$ cat src/rtl/opm_port.sv
package opm_pkg;
  typedef enum logic [1:0] {
    MODE_SINGLE = 2'b00,
    MODE_EXPAND = 2'b01,
    MODE_BOOT   = 2'b10,
    MODE_TEST   = 2'b11
  } opm_mode_e;

  // Bit 0 of the mode code hands the pins to the address bus
  function automatic logic addr_owns(input logic [1:0] m);
    return m[0];
  endfunction
endpackage

module opm_decode #(
  parameter int REG_AW = 6,
  parameter logic [REG_AW-1:0] PORT_ADDR = 6'h05
) (
  input  logic [REG_AW-1:0] reg_addr,
  input  logic              wr_en,
  output logic              hit_we
);
  always_comb hit_we = wr_en && (reg_addr == PORT_ADDR);
endmodule

module opm_latch #(
  parameter int W = 8,
  parameter logic [W-1:0] RST_VAL = '0
) (
  input  logic         clk,
  input  logic         rst,
  input  logic         we,
  input  logic [W-1:0] din,
  output logic [W-1:0] q
);
  always_ff @(posedge clk) begin
    if (rst)     q <= RST_VAL;
    else if (we) q <= din;
  end
endmodule

module opm_pinmux #(
  parameter int W = 8
) (
  input  logic [1:0]   mode,
  input  logic [W-1:0] latch_q,
  input  logic [W-1:0] addr_lo,
  output logic [W-1:0] drv
);
  import opm_pkg::*;
  always_comb drv = addr_owns(mode) ? addr_lo : latch_q;
endmodule

module opm_port #(
  parameter int W = 8,
  parameter int REG_AW = 6,
  parameter logic [REG_AW-1:0] PORT_ADDR = 6'h05,
  parameter logic [W-1:0] RST_VAL = '0
) (
  input  logic              clk,
  input  logic              rst,
  input  logic [1:0]        mode,
  input  logic [W-1:0]      addr_lo,
  input  logic [REG_AW-1:0] reg_addr,
  input  logic              wr_en,
  input  logic [W-1:0]      wr_data,
  output logic [W-1:0]      rd_data,
  output logic [W-1:0]      pin_out
);
  logic         hit_we;
  logic [W-1:0] latch_q;
  logic [W-1:0] drv;

  opm_decode #(.REG_AW(REG_AW), .PORT_ADDR(PORT_ADDR)) u_dec (
    .reg_addr(reg_addr), .wr_en(wr_en), .hit_we(hit_we)
  );

  opm_latch #(.W(W), .RST_VAL(RST_VAL)) u_latch (
    .clk(clk), .rst(rst), .we(hit_we), .din(wr_data), .q(latch_q)
  );

  opm_pinmux #(.W(W)) u_mux (
    .mode(mode), .latch_q(latch_q), .addr_lo(addr_lo), .drv(drv)
  );

  assign pin_out = drv;
  assign rd_data = drv;
endmodule

$ cat config.mk
export PLATFORM = sky130hd
export DESIGN_NAME = opm_port
export DESIGN_NICKNAME = d
export VERILOG_FILES = /design/src/rtl/opm_port.sv
export SDC_FILE = /design/constraint.sdc
export NUM_CORES = 1
export LEC_CHECK = 0
export BUFFER_PORTS_ARGS = -buffer_cell sky130_fd_sc_hd__buf_2
export CORE_UTILIZATION = 40
export CTS_CLUSTER_DIAMETER = 80
export DETAILED_ROUTE_END_ITERATION = 10
export HOLD_SLACK_MARGIN = 0.02
export PLACE_DENSITY_LB_ADDON = 0.3
export SYNTH_ARGS = -nofsm -noshare
export SYNTH_HDL_FRONTEND = slang
export SYNTH_SLANG_ARGS = --single-unit
$ cat constraint.sdc
create_clock -name clk -period 2.1 [get_ports clk]
set_input_delay 0.105 -clock clk [delete_from_list [all_inputs] [get_ports clk]]
set_output_delay 0.105 -clock clk [all_outputs]
set_load 0.005 [all_outputs]
== After elaboration in Yosys (flattened, before gate mapping) ==
Cells that the tools add are included.
Operators by class
  equality and inequality tests: 1
  muxes and demuxes: 1
  reductions and logical operators: 1
Operator list (count)
  $mux W8: 1
  $eq A6 B3 Y1 const B: 1
  $logic_and A1 B1 Y1: 1
Word-level totals
  register bits: 8
  input bits: 27
  output and inout port bits: 16

== Depth between registers and ports, before layout ==
Gate-level depths: netlist (run 1).
  depth after elaboration: 2
  depth in mapped cells: 4
  depth with buffers taken out: 3

== Modules after synthesis ==
Synthesis (run 1) repeated with hierarchy kept, for this count alone.
Unflattened totals
  cell total of the unflattened synthesis: 45
  area, all modules: 503.0 um^2
Modules (own cells, without submodules)
  opm_latch: instances 1, cells each 26, area each 285.3 um^2, sequential area each 160.2 um^2
  opm_pinmux: instances 1, cells each 9, area each 131.4 um^2, sequential area each 0.0 um^2
  opm_port: instances 1, cells each 8, area each 60.1 um^2, sequential area each 0.0 um^2
  opm_decode: instances 1, cells each 2, area each 26.3 um^2, sequential area each 0.0 um^2

== Worst setup path before layout (run 1) ==
No wires, ideal clock.
  path type: input -> register
  start: input port reg_addr[4]
  end: register u_latch.q[0]
  setup time: 0.072 ns
  data arrival time: 0.863 ns
  required time: 2.028 ns
  slack: 1.165 ns
  stages: 4
  buffers on the path: 1
  cells stage by stage: nand4bb_1 > nor4b_2 > buf_6 > mux2i_1
Between the ends
  longest elaborated chain between the ends: 2
Ends and longest elaborated chain
  start: declaration: RTL line 64  | input logic [REG_AW-1:0] reg_addr,
  $eq A6 B3 Y1: RTL line 23  | always_comb hit_we = wr_en && (reg_addr == PORT_ADDR);
  $logic_and A1 B1 Y1: RTL line 23
  end signal: assignment: RTL line 38  | else if (we) q <= din;
  end: declaration: RTL line 34  | output logic [W-1:0] q
No other way between the ends.
A chain may end at the register's enable or synchronous reset.

== Worst setup path in the final report (run 1) ==
  start: register u_latch.q[3]
  end: output port pin_out[3]
Between the ends
  longest elaborated chain between the ends: 1
Ends and longest elaborated chain
  $mux W8: RTL line 51  | always_comb drv = addr_owns(mode) ? addr_lo : latch_q;
  end: declaration: RTL line 68  | output logic [W-1:0] pin_out
No other way between the ends.

==> impl_summary.log, run 1 <==
INFO  metric outcome = finished clean
INFO  metric worst-slew-pin-transition = 201.5 ps
INFO  metric antennaDiodeCount = 0
INFO  metric cts_repair_resize_count = 0
INFO  metric synth.yosys.seq_area_share = 29.84%
INFO  metric timing.final.hold_violations = 0
INFO  metric post_synth_inst_count = 53
INFO  metric syn-cell-area = 536.8 um2
INFO  metric critical_path_arrival = 950 ps
INFO  metric die_height = 38.63 um
INFO  metric cts.clk_slew.worst_paths = 50 ps
INFO  metric synth_seq_cells = 8
INFO  metric max_cap_viols = 0
INFO  metric ys_types = 10
INFO  metric timing.final.crit_period = 1051 ps
INFO  metric fmax = 951.2 MHz
INFO  metric setup_slack_at_placement = 942.1 ps
INFO  metric ctsHoldBuffers = 0
INFO  metric fin_area = 709.4 um2
INFO  metric synth_top_area_share = 29.84%
INFO  metric synth_compound_area_share = 0%
INFO  metric hold_path.class = input port to register
INFO  metric power.static_leakage = 0.3456 nW
INFO  metric total_i_o_pin_count = 43
INFO  metric finClkSkew = 0 ps
INFO  metric critical_path.endpoint_type = output port
INFO  metric post-synth-top-area-cell = sky130_fd_sc_hd__dfxtp_1
INFO  metric area_delta_synth_final = 32.17%
INFO  metric timing.max_slew.rel_slack = 86.53%
INFO  metric largest_reg_flops = 8
INFO  metric clkSinkCount = 8
INFO  metric worst_ep_required_time = 2000 ps
INFO  metric numPlacedInstances = 98
INFO  metric first_iter_violations = 5
INFO  metric reg_top3 = u_latch.q x8
INFO  metric timing.critical_path.fanout_max = 2
INFO  metric final.fill_count = 112
INFO  metric placedInstanceArea = 686.9 um2
INFO  metric post-dp-hpwl = 799.3 um
INFO  metric nets = 116
INFO  metric portBuffers = 41
INFO  metric vdd.ir_drop.worst = 0.0002502 V
INFO  metric wl_per_cell = 9.960 um
INFO  metric die_width = 38.63 um
INFO  metric mappedNetlistNets = 80
INFO  metric detailedRoute.firstPassIterationCount = 2
INFO  metric tritoncts = yes
INFO  metric initial_utilization = 45.83%
INFO  metric grt_first_pass_wirelength = 1580 um
INFO  metric synthMuxAreaShare = 31.70%
INFO  metric antenna_found_initial = 0
INFO  metric proportion_of_layout_cells_with_a_drive_suffix_above_1 = 62.07%
INFO  metric grt_start_max_net_pins = 17
INFO  metric grt_use_total = 15.92%
INFO  metric p_per_area = 466.2 nW/um2
INFO  metric timing_worst_setup_path_type = register to output port
INFO  metric grt_setup_unrepaired = false
INFO  metric dr_total_vias = 465
INFO  metric antenna_violating_nets_post_route = 0
INFO  metric register_name_with_the_most_flops = u_latch.q
INFO  metric routed_wl = 1006 um
INFO  metric setup-tns-final = 0 ps
INFO  metric post_cts_buffers = 0
INFO  metric synth_warnings = 0
INFO  metric cts_root_buf = sky130_fd_sc_hd__clkbuf_4
INFO  metric syn_area_per_cell = 10.13 um2
INFO  metric post_synth_main_area_contributors = sky130_fd_sc_hd__dfxtp_1, sky130_fd_sc_hd__nand2b_1, sky130_fd_sc_hd__mux2_2
INFO  metric synth_xor_xnor_area_share = 0%
INFO  metric slew_violations = 0
INFO  metric drc = 0
INFO  metric via_density = 4.604
INFO  metric design.core.area = 1171 um2
INFO  metric placement_rows = 12
INFO  metric finalSetupViolations = 0
INFO  metric synth_top_family_by_area = multiplexers
INFO  metric ctsLongestPathBuffers = 2
INFO  metric critPathLaunchType = register
INFO  metric globalRoute.totalOverflow = 0
INFO  metric yosys.area_share.simple = 23.54%
INFO  metric grt_pass1_vias = 403
INFO  metric cts_made_buffers = 3
INFO  metric worst_slack = 1049 ps
INFO  metric die_area = 1492 um2
INFO  metric finalCritPeriodShare = 50.06%
INFO  metric htree_num_levels = 1
INFO  metric whs_path_depth = 3
INFO  metric ff2ff_path_depth = 2
INFO  metric arithmetic_cell_share_of_the_synthesized_area_counting_full_adders_half_adders_and_majority_gates = 0%
INFO  metric gp_congestion = 0.5798
INFO  metric worstSkewPairLatency = 240 ps
INFO  metric stdcell_count = 101
-- critical path, cell delays in order (launching register included) --
cell and delay, ps:
sky130_fd_sc_hd__dfxtp_1 310, sky130_fd_sc_hd__mux2_2 270, sky130_fd_sc_hd__buf_2 130
-- where the power goes --
part,internal (mW),switching [mW]
Sequential,0.153,0.000312
Combinational,0.0428,0.0242
Clock,0.0650,0.0459
Total,0.260,0.0704
-- logic make-up after synthesis --
kind of cell,count (synthesis)
flip-flops,8
AND/OR/NAND/NOR,18
buffers and inverters,11
multiplexers,16
-- cell type report --
cell class              count  area, um2  area share (%)
multi-input cells          34      296.5           41.80
repair buffers             42      212.7           29.98
flip-flops and latches      8      160.2           22.58
clock buffers               3      22.52           3.175
well taps                  14      17.52           2.469
-- worst paths after layout --
| check | from | to | slack, ps |
|---|---|---|---|
| worst max-delay path | u_latch.q[3] | pin_out[3] | 1050 |
| worst min-delay path | wr_data[7] | u_latch.q[7] | 120 |
| worst max register to register | u_latch.q[4] | u_latch.q[4] | 1520 |
| worst min register to register | u_latch.q[1] | u_latch.q[1] | 470 |
-- cells in the final DEF (no fill, tap or decap), drive strengths merged --
master    n
buf      42
clkbuf    3
dfxtp     8
mux2      8
mux2i     8
nand2b   16
nand4bb   1
nor4b     1
-- cells in the mapped netlist --
| cell type | number |
|---|---|
| sky130_fd_sc_hd__mux2i_1 | 8 |
| sky130_fd_sc_hd__buf_2 | 1 |
| sky130_fd_sc_hd__nand2b_1 | 16 |
| sky130_fd_sc_hd__clkbuf_1 | 1 |
| sky130_fd_sc_hd__dfxtp_1 | 8 |
| sky130_fd_sc_hd__buf_6 | 1 |
| sky130_fd_sc_hd__mux2_2 | 8 |
| sky130_fd_sc_hd__nand4bb_1 | 1 |
| sky130_fd_sc_hd__buf_4 | 8 |
| sky130_fd_sc_hd__nor4b_2 | 1 |
-- per-layer routing --
layer,global-route usage [%],share of wire [%],vias to the layer above
li1,-,-,238
met5,0,0,-
met1,15.00,42,202
met3,3.468,6.9,2
met2,30.00,50,23
met4,10.34,0.99,0
-- through the flow --
| stage | util [%] | power, mW | hold WS (ps) |
|---|---|---|---|
| floorplan | - | 0.1965 | 259.7 |
| global placement | 58.65 | 0.2223 | 369.9 |
| detailed placement | 58.65 | 0.2239 | 374.6 |
| CTS | 60.58 | 0.3383 | 115.3 |
| global route | 60.58 | 0.3499 | 123.8 |
| finish | 60.58 | 0.3307 | 120.2 |
No activity file was read; power rests on OpenSTA's default activity.
==> run 2: changes to the inputs <==
- CORE_UTILIZATION: 40 -> 33
- clock period: 2.1 -> 0.9 ns (I/O delays scaled with it)
==> run 2 against run 1 <==
- the flow now finishes with violations (setup timing)
- sequential share of layout area is 1.0 points lower
- via count is 0.65% higher
- clock skew stayed put
- combinational power grew to 2.7 times the previous value
- cell count is 3.0% higher
- critical path depth stayed put
- setup slack worse by 1100 ps
- non-clock buffer count is 1 higher
- critical path type unchanged
- critical endpoint is now pin_out[0]
- largest power group unchanged
- highest routed layer unchanged
==> impl_summary.log, run 2 (synthesized netlist as in run 1, its figures left out) <==
INFO  metric outcome = complete, but fails checks
INFO  metric violations = setup timing
INFO  metric worstReg2RegStart = u_latch.q[1]
INFO  metric hold_path.class = input port to register
INFO  metric cpMaxStageDelayCell = sky130_fd_sc_hd__dfxtp_2
INFO  metric drc = 0 (unchanged)
INFO  metric htree_num_levels = 1 (unchanged)
INFO  metric finClkSkew = 0 ps (unchanged)
INFO  metric placement_rows = 14 (+2)
INFO  metric timing.max_slew.rel_slack = 83.99% (-2.5 points)
INFO  metric layout_commonest_cell = sky130_fd_sc_hd__buf_2
INFO  metric routed_wl = 958 um (-4.8%)
INFO  metric critical_path.n_buffers_inverters = 1 (unchanged)
INFO  metric cts_root_buf = sky130_fd_sc_hd__clkbuf_4
INFO  metric setup_slack_at_placement = -151.0 ps (-1093 ps)
INFO  metric largest_reg_flops = 8 (unchanged)
INFO  metric worst-slew-pin-transition = 240.2 ps (+38.69 ps)
INFO  metric wl_per_cell = 9.212 um (-7.5%)
INFO  metric worstSkewPairLatency = 240 ps (about the same)
INFO  metric vdd.ir_drop.worst = 0.0004928 V (+97%)
INFO  metric ctsLongestPathBuffers = 2 (unchanged)
INFO  metric slew_violations = 0 (unchanged)
INFO  metric dr_total_vias = 468 (+0.65%)
INFO  metric antennaDiodeCount = 0 (unchanged)
INFO  metric design.core.area = 1506 um2 (+29%)
INFO  metric gp_congestion = 0.5700 (-1.7%)
INFO  metric grt_start_max_net_pins = 17 (unchanged)
INFO  metric grt_pass1_vias = 394 (-2.2%)
INFO  metric power.share.sequential = 44.8% (-1.4 points)
INFO  metric critical-path-max-stage-delay = 310 ps (about the same)
INFO  metric comb_power_share = 23.1% (+2.8 points)
INFO  metric die_area = 1792 um2 (+20%)
INFO  metric grt_setup_unrepaired = true
INFO  metric antenna_found_initial = 0 (unchanged)
INFO  metric proportion_of_layout_cells_with_a_drive_suffix_above_1 = 70.45% (+8.4 points)
INFO  metric p_per_area = 1016 nW/um2 (+120%)
INFO  metric timing.critical_path.fanout_max = 2 (unchanged)
INFO  metric fmax = 1008 MHz
INFO  metric switchingPower = 0.1661 mW (+140%)
INFO  metric swShare = 20.84% (-0.45 points)
INFO  metric nets = 117 (+0.86%)
INFO  metric grt_use_total = 11.83% (-4.1 points)
INFO  metric final_cell_mix = sky130_fd_sc_hd__buf_2, sky130_fd_sc_hd__nand2b_1, sky130_fd_sc_hd__mux2i_1
INFO  metric cell_internal_pwr = 0.6310 mW (+140%)
INFO  metric critPathLaunchType = register
INFO  metric min-delay-start = wr_data[7]
INFO  metric timing.critical_path.cells = mux2_4 > buf_6
INFO  metric finalSetupViolations = 16 (+16)
INFO  metric worst_slack = -92.36 ps (-1141 ps)
INFO  metric cts.clk_slew.worst_paths = 50 ps (about the same)
INFO  metric timing_worst_setup_path_type = register to output port
INFO  metric timing.final.hold_violations = 0 (unchanged)
INFO  metric antenna_violating_nets_post_route = 0 (unchanged)
INFO  metric timing.final.crit_period = 992.4 ps
INFO  metric detailedRoute.firstPassIterationCount = 3 (+1)
INFO  metric max_cap_viols = 0 (unchanged)
INFO  metric first_iter_violations = 1 (-4)
INFO  metric die_height = 42.33 um (+9.6%)
INFO  metric area_delta_synth_final = 46.15%
INFO  metric ctsHoldBuffers = 0 (unchanged)
INFO  metric clkSinkCount = 8 (unchanged)
INFO  metric initial_utilization = 35.63% (-10 points)
INFO  metric worst_ep_required_time = 850 ps (-1150 ps)
INFO  metric power.static_leakage = 0.3792 nW (+9.7%)
INFO  metric critical_path.endpoint_type = output port
INFO  metric numPlacedInstances = 100 (+2.0%)
INFO  metric critical_path_arrival = 950 ps (about the same)
INFO  metric die_width = 42.33 um (+9.6%)
INFO  metric kind_of_cell_adding_the_most_delay_to_the_critical_path = flip-flops
INFO  metric globalRoute.totalOverflow = 0 (unchanged)
INFO  metric setup.worst_path.start = u_latch.q[0]
INFO  metric post-dp-hpwl = 753.8 um (-5.7%)
INFO  metric tritoncts = yes
INFO  metric portBuffers = 41 (unchanged)
INFO  metric final.fill_count = 150 (+34%)
INFO  metric finalCritPeriodShare = 110.3%
INFO  metric cts_made_buffers = 3 (unchanged)
INFO  metric stdcell_count = 104 (+3.0%)
INFO  metric grt_first_pass_wirelength = 1573 um (-0.44%)
INFO  metric p_clk_share = 32.1% (-1.4 points)
INFO  metric register_name_with_the_most_flops = u_latch.q
INFO  metric reg_top3 = u_latch.q x8
INFO  metric total_i_o_pin_count = 43 (unchanged)
INFO  metric via_density = 4.500 (-2.3%)
INFO  metric setup-tns-final = -1374 ps (-1374 ps)
-- run 2: cell types whose count changed in the layout (fill, tap and decap cells not counted), sizes merged --
cell,delta
buf,+1
-- run 2: worst reg2reg max path: cells and delay by family (launching register included) --
kind / cells / cell delay [ps]
buffers and inverters: 1 / 120
DFF: 1 / 310
and+or+nand+nor: 1 / 60
muxes: 1 / 60
-- run 2: power by group through the flow --
| stage | Combinational [mW] | Clock (mW) | Sequential, mW |
|---|---|---|---|
| global placement | 0.156 | 0 | 0.364 |
| detailed placement | 0.158 | 0 | 0.364 |
| finish | 0.184 | 0.256 | 0.357 |
| global route | 0.203 | 0.292 | 0.356 |
| CTS | 0.168 | 0.264 | 0.357 |
| floorplan | 0.0945 | 0 | 0.364 |
-- run 2: area by class of cell --
cell class / count / area (um2) / area share (%)
multi-input cells: 34 / 315.3 / 40.19
well taps: 16 / 20.02 / 2.552
clock buffers: 3 / 22.52 / 2.871
flip-flops and latches: 8 / 168.9 / 21.53
repair buffers: 43 / 257.7 / 32.85
-- run 2: path summary, 6_finish.rpt --
path	end	slack [ps]	depth (start not counted)
setup reg to reg	u_latch.q[1]	230	3
hold / removal	u_latch.q[7]	50	3
hold reg to reg	u_latch.q[4]	470	2
setup / recovery	pin_out[0]	-90	2
-- run 2: per-stage QoR --
stage               instance area [um2]  hold slack (ps)  power, mW  util [%]
finish                            784.5            51.88     0.7971     52.08
global route                      784.5            63.58     0.8517     52.08
CTS                               744.5            52.09     0.7896     49.42
detailed placement                689.4            314.6     0.5216     45.76
global placement                  689.4            308.9     0.5202     45.76
floorplan                         536.8            199.7     0.4584         -
-- run 2: timing repair --
item                                    CTS  global route
endpoints found under the setup margin   16            16
resized for setup                        10             8
buffers inserted                          1             0
-- run 2: layer usage --
metal	track usage (%)	wire (um)
met1	14.32	433
met2	17.85	437
met3	2.586	67
met4	9.375	19
met5	0	0
==> run 3: changes to the inputs <==
- CORE_UTILIZATION: 33 -> 37
- clock period: 0.9 -> 1.06 ns (I/O delays scaled with it)
==> run 3 against run 2 <==
- the run now ends clean
- sequential power decreased by 15%
- clock power shrank 12%
- core utilization grew 1.9 points
- sequential share of layout area is 1.0 points higher
- cell count fell by 1.9%
- clock-buffer cell count is the same
- cell area shrank 9.4%
- critical path type unchanged
==> impl_summary.log, run 3 (synthesized netlist as in run 1, its figures left out) <==
INFO  metric grt_use_total = 13.05% (+1.2 points)
INFO  metric timing.final.hold_violations = 0 (unchanged)
INFO  metric critPathLaunchType = register
INFO  metric largest_reg_flops = 8 (unchanged)
INFO  metric die_width = 40.09 um (-5.3%)
INFO  metric cts_repair_resize_count = 0 (-10)
INFO  metric timing.critical_path.fanout_max = 2 (unchanged)
INFO  metric critical_path_arrival = 950 ps (about the same)
INFO  metric portBuffers = 41 (unchanged)
INFO  metric grt_setup_unrepaired = false
INFO  metric gp_congestion = 0.5730 (+0.53%)
INFO  metric tritoncts = yes
INFO  metric antenna_violating_nets_post_route = 0 (unchanged)
INFO  metric outcome = finished clean
INFO  metric final.hold.worst_slack = 65.39 ps (+13.52 ps)
INFO  metric cts_root_buf = sky130_fd_sc_hd__clkbuf_4
INFO  metric finClkSkew = 0 ps (unchanged)
INFO  metric max_cap_viols = 0 (unchanged)
INFO  metric cts.clk_slew.worst_paths = 50 ps (about the same)
INFO  metric wl_per_cell = 9.627 um (+4.5%)
INFO  metric vdd.ir_drop.worst = 0.0003633 V (-26%)
INFO  metric grt_pass1_vias = 353 (-10%)
INFO  metric timing.final.crit_period = 1005 ps
INFO  metric antenna_found_initial = 0 (unchanged)
INFO  metric slew_violations = 0 (unchanged)
INFO  metric globalRoute.totalOverflow = 0 (unchanged)
INFO  metric area_delta_synth_final = 32.40%
INFO  metric drc = 0 (unchanged)
INFO  metric dr_total_vias = 471 (+0.64%)
INFO  metric die_height = 40.09 um (-5.3%)
INFO  metric whs_path_depth = 3 (unchanged)
INFO  metric initial_utilization = 40.74% (+5.1 points)
INFO  metric layout_commonest_cell = sky130_fd_sc_hd__buf_2
INFO  metric numPlacedInstances = 99 (-1.0%)
INFO  metric via_density = 4.618 (+2.6%)
INFO  metric total_i_o_pin_count = 43 (unchanged)
INFO  metric antennaDiodeCount = 0 (unchanged)
INFO  metric finalCritPeriodShare = 94.84%
INFO  metric finalSetupViolations = 0 (-16)
INFO  metric grt_start_max_net_pins = 17 (unchanged)
INFO  metric placement_rows = 13 (-1)
INFO  metric setup-tns-final = 0 ps (+1374 ps)
INFO  metric routed_wl = 982 um (+2.5%)
INFO  metric critical-path-max-stage-delay = 310 ps (about the same)
INFO  metric fmax = 994.8 MHz
INFO  metric post_cts_buffers = 0 (-1)
INFO  metric register_name_with_the_most_flops = u_latch.q
INFO  metric design.core.area = 1318 um2 (-13%)
INFO  metric power.static_leakage = 0.3456 nW (-8.9%)
INFO  metric timing.max_slew.rel_slack = 86.88% (+2.9 points)
INFO  metric ctsLongestPathBuffers = 2 (unchanged)
INFO  metric nets = 116 (-0.85%)
INFO  metric power = 0.6596 mW (-17%)
INFO  metric critical_path.endpoint_type = output port
INFO  metric stdcell_count = 102 (-1.9%)
INFO  metric htree_num_levels = 1 (unchanged)
INFO  metric worst-slew-pin-transition = 196.7 ps (-43.41 ps)
INFO  metric ctsHoldBuffers = 0 (unchanged)
INFO  metric cpMaxStageDelayCell = sky130_fd_sc_hd__dfxtp_1
INFO  metric reg_top3 = u_latch.q x8
INFO  metric worst_ep_required_time = 1010 ps (+160 ps)
INFO  metric hold_path.class = input port to register
INFO  metric proportion_of_layout_cells_with_a_drive_suffix_above_1 = 62.07% (-8.4 points)
INFO  metric final.fill_count = 126 (-16%)
INFO  metric first_iter_violations = 0 (-1)
INFO  metric p_per_area = 928.1 nW/um2 (-8.7%)
INFO  metric final_cell_mix = sky130_fd_sc_hd__buf_2, sky130_fd_sc_hd__nand2b_1, sky130_fd_sc_hd__mux2_2, sky130_fd_sc_hd__mux2i_1, sky130_fd_sc_hd__dfxtp_1
INFO  metric grt_first_pass_wirelength = 1345 um (-14%)
INFO  metric timing.critical_path.cells = mux2_2 > buf_2
INFO  metric timing_worst_setup_path_type = register to output port
INFO  metric clkSinkCount = 8 (unchanged)
INFO  metric ff2ff_path_depth = 2 (-1)
INFO  metric detailedRoute.firstPassIterationCount = 1 (-2)
INFO  metric die_area = 1607 um2 (-10%)
INFO  metric worstSkewPairLatency = 250 ps (about the same)
INFO  metric cts_made_buffers = 3 (unchanged)
run 3: path summary, 6_finish.rpt:
check                             startpoint           end  slack [ps]
worst max-delay path            u_latch.q[4]    pin_out[4]          50
worst max register to register  u_latch.q[4]  u_latch.q[4]         480
worst min register to register  u_latch.q[5]  u_latch.q[5]         470
worst min-delay path              wr_data[7]  u_latch.q[7]          70
run 3: worst max-delay path: cells and delay by family (launching register included):
family	cells	cell delay, ps
multiplexers	1	260
flip-flops	1	310
buffers and inverters	1	130
run 3: layout make-up:
type,instances,area (um2),share of cell area [%]
timing repair buffer,42,212.7,29.93
multi-input combinational,34,296.5,41.73
tap,15,18.77,2.641
sequential,8,160.2,22.54
clock buffer,3,22.52,3.169
run 3: where the power goes:
| part | leakage [nW] | internal, mW | switching (mW) | total, mW |
|---|---|---|---|---|
| Sequential | 0.0644 | 0.302 | 0.000605 | 0.303 |
| Clock | 0.0138 | 0.129 | 0.0948 | 0.224 |
| Combinational | 0.267 | 0.0848 | 0.0481 | 0.133 |
| Total | 0.346 | 0.516 | 0.144 | 0.660 |
run 3: per-layer routing:
metal  up-vias  wire [um]  track usage, %
met5         -          0               0
met4         0          5           10.34
met3         2         87           3.333
met2        24        511           21.77
met1       206        378           13.76
li1        239          -               -
run 3: through the flow:
stage / cell area (um2) / util (%) / setup WS, ps
5_1_grt: 710.7 / 53.94 / 16.36
3_5_place_dp: 688.2 / 52.23 / -17.06
4_1_cts: 710.7 / 53.94 / 41.03
2_1_floorplan: 536.8 / - / 177.3
6_report: 710.7 / 53.94 / 54.75
3_3_place_gp: 688.2 / 52.23 / 30.94
